**config.mk**
```make
export PLATFORM = sky130hd
export DESIGN_NAME = sd_cmd_engine
export DESIGN_NICKNAME = d
export VERILOG_FILES = /design/src/rtl/sd_cmd_pkg.sv /design/src/rtl/sd_cmd_clkgen.sv /design/src/rtl/sd_cmd_txshift.sv /design/src/rtl/sd_cmd_rxcrc.sv /design/src/rtl/sd_cmd_engine.sv
export SDC_FILE = /design/constraint.sdc
export NUM_CORES = 1
export LEC_CHECK = 0
export BUFFER_PORTS_ARGS = -buffer_cell sky130_fd_sc_hd__buf_4
export CAP_MARGIN = 20
export CORE_MARGIN = 8
export CORE_UTILIZATION = 55
export DETAILED_ROUTE_END_ITERATION = 16
export HOLD_SLACK_MARGIN = 0.02
export PLACE_DENSITY = 0.75
export SYNTH_ARGS = -nofsm -noshare
export SYNTH_HDL_FRONTEND = slang
export SYNTH_SLANG_ARGS = --single-unit
```
**constraint.sdc**
```tcl
create_clock -name clk -period 5.02 [get_ports clk]
set_clock_uncertainty 0.15 [all_clocks]
set_input_delay 0.753 -clock clk [delete_from_list [all_inputs] [get_ports clk]]
set_output_delay 0.753 -clock clk [all_outputs]
set_load 0.02 [all_outputs]
```
**src/rtl/sd_cmd_pkg.sv**
```systemverilog
package sd_cmd_pkg;

    typedef enum logic [2:0] {
        ST_IDLE,
        ST_SEND,
        ST_WAIT,
        ST_RESP,
        ST_BUSY
    } eng_state_e;

    localparam int          FRAME_W   = 48;
    localparam int          HDR_W     = 40;
    localparam int          LONG_SKIP = 7;
    localparam logic [6:0]  CRC7_POLY = 7'h09;

    // one serial CRC7 step, MSB-first
    function automatic logic [6:0] crc7_step(input logic [6:0] c, input logic b);
        logic fb;
        fb = b ^ c[6];
        return {c[5:0], 1'b0} ^ (fb ? CRC7_POLY : 7'h00);
    endfunction

    function automatic logic [6:0] crc7_hdr(input logic [HDR_W-1:0] m);
        logic [6:0] c;
        c = 7'h00;
        for (int i = HDR_W - 1; i >= 0; i--) begin
            c = crc7_step(c, m[i]);
        end
        return c;
    endfunction

endpackage

```
**src/rtl/sd_cmd_clkgen.sv**
```systemverilog
module sd_cmd_clkgen #(
    parameter int DIV_W = 4
) (
    input  logic             clk,
    input  logic             rst_n,
    input  logic [DIV_W-1:0] div,
    output logic             card_clk,
    output logic             rise_ev,
    output logic             fall_ev
);
    typedef struct packed {
        logic [DIV_W-1:0] cnt;
        logic             ph;
    } cg_t;

    cg_t  q, d;
    logic tick;

    always_comb begin
        d    = q;
        tick = (q.cnt >= div);
        if (tick) begin
            d.cnt = '0;
            d.ph  = ~q.ph;
        end else begin
            d.cnt = q.cnt + 1'b1;
        end
    end

    assign rise_ev  = tick & ~q.ph;
    assign fall_ev  = tick &  q.ph;
    assign card_clk = q.ph;

    always_ff @(posedge clk or negedge rst_n) begin
        if (!rst_n) q <= '0;
        else        q <= d;
    end
endmodule

```
**src/rtl/sd_cmd_txshift.sv**
```systemverilog
module sd_cmd_txshift #(
    parameter int W = 48
) (
    input  logic         clk,
    input  logic         rst_n,
    input  logic         load,
    input  logic         shift,
    input  logic [W-1:0] frame_in,
    output logic         msb
);
    logic [W-1:0] sr_q, sr_d;

    always_comb begin
        sr_d = sr_q;
        if (load)       sr_d = frame_in;
        else if (shift) sr_d = {sr_q[W-2:0], 1'b1};
    end

    assign msb = sr_q[W-1];

    always_ff @(posedge clk or negedge rst_n) begin
        if (!rst_n) sr_q <= '1;
        else        sr_q <= sr_d;
    end
endmodule

```
**src/rtl/sd_cmd_rxcrc.sv**
```systemverilog
module sd_cmd_rxcrc
    import sd_cmd_pkg::*;
(
    input  logic       clk,
    input  logic       rst_n,
    input  logic       clr,
    input  logic       en,
    input  logic       bit_in,
    output logic [6:0] crc_nxt
);
    logic [6:0] crc_q, crc_d;

    always_comb begin
        crc_nxt = en ? crc7_step(crc_q, bit_in) : crc_q;
        crc_d   = clr ? 7'h00 : crc_nxt;
    end

    always_ff @(posedge clk or negedge rst_n) begin
        if (!rst_n) crc_q <= 7'h00;
        else        crc_q <= crc_d;
    end
endmodule

```
**src/rtl/sd_cmd_engine.sv**
```systemverilog
module sd_cmd_engine
    import sd_cmd_pkg::*;
#(
    parameter int DIV_W   = 4,
    parameter int LEN_W   = 8,
    parameter int RESP_W  = 136,
    parameter int TO_CLKS = 64
) (
    input  logic              clk,
    input  logic              rst_n,
    input  logic              soft_rst,
    input  logic [DIV_W-1:0]  clk_div,
    input  logic              cmd_go,
    input  logic [5:0]        cmd_index,
    input  logic [31:0]       cmd_arg,
    input  logic              resp_en,
    input  logic [LEN_W-1:0]  resp_len,
    input  logic              resp_nocrc,
    input  logic              resp_long,
    input  logic              busy_wait,
    input  logic              done_clr,
    output logic              card_clk,
    output logic              cmd_out,
    output logic              cmd_oe,
    input  logic              cmd_in,
    input  logic              dat0_in,
    output logic [RESP_W-1:0] resp_data,
    output logic              crc_ok,
    output logic              timed_out,
    output logic              done_irq
);
    localparam int CNT_W = (LEN_W > 6) ? LEN_W : 6;
    localparam int TO_W  = (TO_CLKS > 2) ? $clog2(TO_CLKS) : 1;
    localparam logic [CNT_W-1:0] FRAME_CNT = CNT_W'(FRAME_W);
    localparam logic [CNT_W-1:0] SKIP_CNT  = CNT_W'(LONG_SKIP);
    localparam logic [TO_W-1:0]  TO_LAST   = TO_W'(TO_CLKS - 1);

    typedef struct packed {
        eng_state_e        st;
        logic [CNT_W-1:0]  bcnt;
        logic [TO_W-1:0]   tcnt;
        logic              out;
        logic              oe;
        logic [RESP_W-1:0] resp;
        logic              ok;
        logic              tmo;
        logic              done;
        logic              f_resp;
        logic [CNT_W-1:0]  f_len;
        logic              f_nocrc;
        logic              f_long;
        logic              f_busy;
    } eng_t;

    eng_t q, d;

    logic               rise_ev, fall_ev;
    logic               tx_load, tx_shift, tx_msb;
    logic               crc_clr, crc_en;
    logic [6:0]         crc_nxt;
    logic [FRAME_W-1:0] frame;
    logic [HDR_W-1:0]   hdr;
    logic [CNT_W-1:0]   skip;

    sd_cmd_clkgen #(.DIV_W(DIV_W)) u_clk (
        .clk      (clk),
        .rst_n    (rst_n),
        .div      (clk_div),
        .card_clk (card_clk),
        .rise_ev  (rise_ev),
        .fall_ev  (fall_ev)
    );

    assign hdr   = {2'b01, cmd_index, cmd_arg};
    assign frame = {hdr, crc7_hdr(hdr), 1'b1};

    sd_cmd_txshift #(.W(FRAME_W)) u_tx (
        .clk      (clk),
        .rst_n    (rst_n),
        .load     (tx_load),
        .shift    (tx_shift),
        .frame_in (frame),
        .msb      (tx_msb)
    );

    sd_cmd_rxcrc u_crc (
        .clk     (clk),
        .rst_n   (rst_n),
        .clr     (crc_clr),
        .en      (crc_en),
        .bit_in  (cmd_in),
        .crc_nxt (crc_nxt)
    );

    assign skip = q.f_long ? SKIP_CNT : '0;

    always_comb begin
        d        = q;
        tx_load  = 1'b0;
        tx_shift = 1'b0;
        crc_clr  = 1'b0;
        crc_en   = 1'b0;
        if (soft_rst) begin
            d.st   = ST_IDLE;
            d.oe   = 1'b0;
            d.out  = 1'b1;
            d.done = 1'b0;
            d.tmo  = 1'b0;
            d.ok   = 1'b0;
        end else begin
            if (done_clr) begin
                d.done = 1'b0;
                d.tmo  = 1'b0;
            end
            unique case (q.st)
                ST_IDLE: begin
                    if (cmd_go) begin
                        tx_load   = 1'b1;
                        crc_clr   = 1'b1;
                        d.st      = ST_SEND;
                        d.bcnt    = '0;
                        d.resp    = '0;
                        d.ok      = 1'b0;
                        d.tmo     = 1'b0;
                        d.done    = 1'b0;
                        d.f_resp  = resp_en;
                        d.f_len   = CNT_W'(resp_len);
                        d.f_nocrc = resp_nocrc;
                        d.f_long  = resp_long;
                        d.f_busy  = busy_wait;
                    end
                end
                ST_SEND: begin
                    if (fall_ev) begin
                        if (q.bcnt == FRAME_CNT) begin
                            d.oe   = 1'b0;
                            d.out  = 1'b1;
                            d.bcnt = '0;
                            d.tcnt = '0;
                            if (q.f_resp) begin
                                d.st = ST_WAIT;
                            end else if (q.f_busy) begin
                                d.st = ST_BUSY;
                                d.ok = 1'b1;
                            end else begin
                                d.st   = ST_IDLE;
                                d.ok   = 1'b1;
                                d.done = 1'b1;
                            end
                        end else begin
                            d.oe     = 1'b1;
                            d.out    = tx_msb;
                            tx_shift = 1'b1;
                            d.bcnt   = q.bcnt + 1'b1;
                        end
                    end
                end
                ST_WAIT: begin
                    if (rise_ev) begin
                        if (!cmd_in) begin
                            d.st   = ST_RESP;
                            d.bcnt = '0;
                        end else if (q.tcnt == TO_LAST) begin
                            d.st   = ST_IDLE;
                            d.tmo  = 1'b1;
                            d.done = 1'b1;
                        end else begin
                            d.tcnt = q.tcnt + 1'b1;
                        end
                    end
                end
                ST_RESP: begin
                    if (rise_ev) begin
                        d.resp = {q.resp[RESP_W-2:0], cmd_in};
                        crc_en = (q.bcnt >= skip);
                        if (q.bcnt == q.f_len) begin
                            d.ok = q.f_nocrc || (crc_nxt == 7'h00);
                            if (q.f_busy) begin
                                d.st = ST_BUSY;
                            end else begin
                                d.st   = ST_IDLE;
                                d.done = 1'b1;
                            end
                        end else begin
                            d.bcnt = q.bcnt + 1'b1;
                        end
                    end
                end
                ST_BUSY: begin
                    if (rise_ev && dat0_in) begin
                        d.st   = ST_IDLE;
                        d.done = 1'b1;
                    end
                end
                default: d.st = ST_IDLE;
            endcase
        end
    end

    always_ff @(posedge clk or negedge rst_n) begin
        if (!rst_n) begin
            q     <= '0;
            q.st  <= ST_IDLE;
            q.out <= 1'b1;
        end else begin
            q <= d;
        end
    end

    assign cmd_out   = q.out;
    assign cmd_oe    = q.oe;
    assign resp_data = q.resp;
    assign crc_ok    = q.ok;
    assign timed_out = q.tmo;
    assign done_irq  = q.done;

endmodule


```
Yosys cells after proc, flatten, opt, wreduce, memory -nomap -nowiden
Cells that the tools add are included.
{"block": "totals", "n_memories": 0, "mem_bits_rw": 0, "in_bits": 61, "rom_bits": 0, "latchBits": 0, "elab_cells": 248, "register_bits": 230}
{"block": "classes", "reduce_logical": 18, "bitwise_logic": 81, "shifts": 0, "add_sub_neg": 3, "mux": 101, "n_lt_le_gt_ge": 2, "n_eq_ne": 25, "n_div": 0, "mul": 0}
{"op": "case mux 136 bit (2 select lines)", "count": 1}
{"op": "XOR 7 x 4 -> 7 bit", "count": 36}
{"op": "2-to-1 mux 4 bit", "count": 40}
{"op": "2-to-1 mux 151 bit", "count": 1}
{"op": "2-to-1 mux 137 bit", "count": 1}
{"op": "2-to-1 mux 48 bit", "count": 2}
{"op": "XOR 1 bit", "count": 36}
{"op": "case mux 8 bit (4 select lines)", "count": 1}
{"op": "2-to-1 mux 3 bit", "count": 10}
{"op": "2-to-1 mux 8 bit", "count": 3}
{"op": "inequality test 3 bit (second input constant)", "count": 8}
{"op": "2-to-1 mux 11 bit", "count": 2}
{"op": "2-to-1 mux 1 bit", "count": 21}
{"op": "2-to-1 mux 19 bit", "count": 1}
{"op": "2-to-1 mux 6 bit", "count": 3}
{"op": "inequality test 2 bit (second input constant)", "count": 9}
{"op": "2-to-1 mux 17 bit", "count": 1}
{"op": "AND reduction 8 bit", "count": 2}
{"op": "case mux 3 bit (5 select lines)", "count": 1}
{"op": "2-to-1 mux 2 bit", "count": 7}
{"op": "2-to-1 mux 7 bit", "count": 2}
{"op": "AND reduction 7 bit", "count": 2}
{"op": "case mux 6 bit (2 select lines)", "count": 1}
{"op": "nonzero test 2 bit", "count": 5}
{"op": "other kinds (29)", "count": 34}

Longest topological paths before layout
{"block": "logic_depth", "ltp_word": 110, "ltp_mapped": 14, "mapped_depth_nobuf": 10}

By module
From an unflattened synthesis, not the netlist that was laid out.
{"block": "unflattened", "cells_unflattened": 1296, "area_unflattened_um2": 12012.8}
{"mod": "sd_cmd_engine", "area_each_um2": 9046.2, "seq_area_each_um2": 4255.3, "cells_each": 1034, "n_inst": 1}
{"mod": "sd_cmd_txshift", "area_each_um2": 2293.4, "seq_area_each_um2": 1261.2, "cells_each": 208, "n_inst": 1}
{"mod": "sd_cmd_rxcrc", "area_each_um2": 350.3, "seq_area_each_um2": 175.2, "cells_each": 25, "n_inst": 1}
{"mod": "sd_cmd_clkgen", "area_each_um2": 322.8, "seq_area_each_um2": 125.1, "cells_each": 29, "n_inst": 1}

Worst setup path before layout
Ideal clock, no wire load.
{"block": "synth_path", "path_kind": "input port to flip-flop", "start": "input clk_div[0]", "end": "register q, in the netlist resp_data[78]", "arrival_time_ns": 2.935, "cell_stages": 13, "slack_ns": 1.853, "required_time_ns": 4.787, "n_path_buf": 4, "cell_sequence": "ha_1 nand2b_1 a21o_1 a21o_1 a21o_1 buf_2 a21oi_1 or4b_1 clkbuf_1 clkbuf_1 buf_2 nand2_1 o21ai_0"}
{"block": "synth_via", "elab_chain_cells": 4}
{"element": "start: declaration", "line": "sd_cmd_engine.sv:12", "text": "input logic [DIV_W-1:0] clk_div,"}
{"element": "greater-or-equal comparator 4 bit", "line": "sd_cmd_clkgen.sv:21", "text": "tick = (q.cnt >= div);"}
{"element": "AND 1 bit", "line": "sd_cmd_clkgen.sv:30", "text": "assign rise_ev = tick & ~q.ph;"}
{"element": "inequality test 2 bit (no line)"}
{"element": "AND reduction 4 bit (no line)"}
{"element": "end: declaration", "line": "sd_cmd_engine.sv:55", "text": "eng_t q, d;"}
No other way between the ends.
A chain may end at the register's enable or synchronous reset.

Final worst setup path
{"block": "layout_path", "start": "register u_clk.q[1] in the netlist's numbering", "end": "register q, in the netlist resp_data[85]"}
{"block": "layout_via", "elab_chain_cells": 4}
{"element": "start: declaration", "line": "sd_cmd_clkgen.sv:16", "text": "cg_t q, d;"}
{"element": "start signal: assignment", "line": "sd_cmd_clkgen.sv:35", "text": "if (!rst_n) q <= '0;"}
{"element": "start signal: assignment", "line": "sd_cmd_clkgen.sv:36", "text": "else q <= d;"}
{"element": "greater-or-equal comparator 4 bit", "line": "sd_cmd_clkgen.sv:21"}
{"element": "AND 1 bit", "line": "sd_cmd_clkgen.sv:30"}
{"element": "inequality test 2 bit (no line)"}
{"element": "AND reduction 4 bit (no line)"}
No other way between the ends.

==> summary.md <==
| Metric | Value |
|---|---|
| Largest area contributor in the netlist | `dfrtp_1` |
| CTS Buffer Depth | `3` |
| Cell mode on critical path | `a21o_1` |
| CP arrival | `3630 ps` |
| Crit-path max FO | `109` |
| Hold WC Path Type | `input pin to asynchronous set/reset pin` |
| Routed WL | `26480 um` |
| Top-count cell post-synth | `nand2_1` |
| Die span in y | `162.0 um` |
| Total negative slack | `0 ps` |
| Initial drt markers | `463` |
| Worst path max stage delay | `700 ps` |
| Post-synth EDFFs | `0` |
| Synth cell count leaders | `340 x nand2_1, 181 x dfrtp_1, 161 x o21ai_0` |
| CP startpoint kind | `flop` |
| Final setup violation count | `0` |
| Initial antenna violation count | `0` |
| Cell area after layout | `13240 sq um` |
| Area occupied by multi-input gates | `4562 sq um` |
| Reg2reg start | `u_clk.q[1]$_DFF_PN0_` |
| Buffers on Ports | `202` |
| Top-area cell type share of the netlist area | `38.64%` |
| Die area | `26240 sq um` |
| Max cap viols | `0` |
| First-pass GRT wire length | `43500 um` |
| FILL cells | `1772` |
| Seq cells post-synth | `229` |
| Clk_lat worst skew | `520 ps` |
| Share of layout cells above drive strength 1 | `23.27%` |
| Period utilization | `67.06%` |
| Status | `finished clean` |
| Slowest cell on crit path | `or4b_4` |
| R2R depth | `11` |
| Routed Antenna Nets | `0` |
| Via count | `8604` |
| Worst-path clk slew | `60 ps` |
| Nature of the critical path endpoint | `flop` |
| Crit Path Class | `flop to flop` |
| CTS Buf Count | `25` |
| Routability congestion estimate from global placement | `0.8560` |
| Slew margin rel. | `45.71%` |
| Starting Density | `55.94%` |
| Area of the core | `20960 sq um` |
| TritonCTS clock tree | `done` |
| Die extent in x | `162.0 um` |
| Req. time, crit path | `5290 ps` |
| DRC viols | `0` |
| Leak Pwr | `6.056 nW` |
| Syn. warnings | `0` |
| Site row count | `53` |
| Minimum clock period | `3367 ps` |
| Final hold vios | `0` |
| Mapped cell area | `11720 sq um` |
| Post-Syn Nets | `1384` |
| Postcts setup bufs | `0` |
| Net count, final | `1413` |
| Pwr dens | `392.8 nW/um^2` |
| Drt wl/cell | `16.22 um` |
| Largest net degree at the start of global routing | `110` |
| GRT Total Usage | `19.70%` |
| CTS Hold Bufs | `0` |
| Sequential share of the synthesized area | `49.40%` |
| Hold Worst Slack | `125.0 ps` |
| Synth Instances | `1312` |
| P&R area growth vs syn | `12.96%` |
| Vias per cell | `5.269` |
| Vias in the first global route | `8404` |
| Worst IR drop on VDD | `0.0003734 V` |
| RSZ-0062 raised after global routing | `false` |
| Synth Area per Inst | `8.934 sq um` |
| Worst-Margin Slew | `814.3 ps` |
| CTS resizes | `0` |
| Synth area leaders | `dfrtp_1 39%, nand2_1 11%, dfstp_2 11%` |
| Achievable Freq | `0.2970 GHz` |
| Post-DP HPWL | `18050 um` |
| Main flop type after synthesis | `dfrtp_1` |
| Asr flop ratio synth | `100.0%` |
| DRT Pass-1 Iters | `5` |
| Num ports | `203` |
| # H-tree levels | `1` |
| R2r endpoint | `resp_data[85]$_DFFE_PN0P_` |
| Total grt overflow | `0` |
| Final Max Slew Viols | `0` |
| Sink Count | `229` |
| Unique masters post-synth | `53` |
| Clock Tree Root | `clkbuf_16` |
| Critical path cell sequence | `inv_1 -> ha_1 -> nand2b_1 -> a21o_1 -> a21o_1 -> a21o_1 -> a21oi_1 -> or4b_4 -> buf_12 -> nand2_1 -> o21ai_0` |
| Dpl cell area | `12380 sq um` |
| # diodes | `0` |
| Reg area | `5791 sq um` |
| Reg2Reg Setup Slack | `1650 ps` |
[layer usage]
layer / routed length, um / vias up / global-route usage [%]
li1: - / 4230 / -
met1: 11800 / 4106 / 26.60
met2: 12400 / 236 / 31.25
met3: 1717 / 32 / 4.530
met4: 563 / 0 / 5.766
met5: 0 / - / 0
[state kept, by name, indices dropped and copies added (netlist names)]
signal and flops:
cmd_oe 1, cmd_out 1, crc_ok 1, done_irq 1
q 29, resp_data 136, timed_out 1, u_clk.card_clk 1
u_clk.q 4, u_crc.crc_q 7, u_tx.sr_q 47
[through the flow]
step / cells / utilization [%] / power [mW] / worst slack, ps
6_report: 1633 / 63.18 / 5.200 / 1653
5_1_grt: 1633 / 63.18 / 5.480 / 1338
4_1_cts: 1632 / 63.05 / 5.248 / 1657
3_5_place_dp: 1588 / 59.08 / 3.386 / 1233
3_3_place_gp: 1588 / 59.08 / 3.352 / 1331
2_1_floorplan: 1312 / - / 3.122 / 1853
[worst max path at each step]
stage | end | startpoint
2_1_floorplan | resp_data[78]$_DFFE_PN0P_ | clk_div[0]
3_3_place_gp | resp_data[97]$_DFFE_PN0P_ | clk_div[0]
3_5_place_dp | resp_data[85]$_DFFE_PN0P_ | clk_div[0]
4_1_cts | resp_data[85]$_DFFE_PN0P_ | u_clk.q[1]$_DFF_PN0_
5_1_grt | resp_data[24]$_DFFE_PN0P_ | u_clk.q[1]$_DFF_PN0_
6_report | resp_data[85]$_DFFE_PN0P_ | u_clk.q[1]$_DFF_PN0_
[logic make-up (layout without fill, tap and decap cells)]
group | Yosys count | after routing | share of synthesized area (%)
flip-flops | 229 | 229 | 49.40
buffers and inverters | 227 | 273 | 11.75
XOR/XNOR | 74 | 74 | 6.960
adder cells (fa/ha/maj) | 11 | 11 | 1.174
multiplexers | 9 | 9 | 0.7686
AND/OR/NAND/NOR | 511 | 511 | 17.72
AO/OA/AOI/OAI | 251 | 251 | 12.22
[cells in the final DEF, fill, tap and decap left out, types with 11 or more instances in the layout]
cell type	netlist	final
nor2b_1	11	11
nor3_1	11	11
dfstp_2	48	48
nand2_1	340	340
o22ai_1	33	33
inv_1	16	16
o31ai_1	11	11
dfrtp_1	181	181
nor2_1	104	103
buf_4	137	209
xnor2_1	51	51
xor2_1	11	11
clkbuf_16	0	25
a22oi_1	11	11
o21ai_0	161	161
ha_1	11	11
[critical path, delay by kind of cell, from the launching register on]
family / cells / cell delay, ps
AO/OA/AOI/OAI: 5 / 980
AND/OR/NAND/NOR: 3 / 960
buffers and inverters: 2 / 470
flip-flops: 1 / 390
adder cells (fa/ha/maj): 1 / 260
[area by class of cell]
class	count	area share (%)
clock inverter	9	0.5954
inverter	16	0.4536
multi-input combinational	856	34.45
sequential	229	43.73
tap	275	2.599
timing repair buffer	213	12.47
clock buffer	35	5.689
[report_power, final]
group	switching (mW)	internal, mW
logic	0.552	0.502
registers	0.149	2.17
clock network	0.736	1.09
Power figures use the tool's default switching activity.
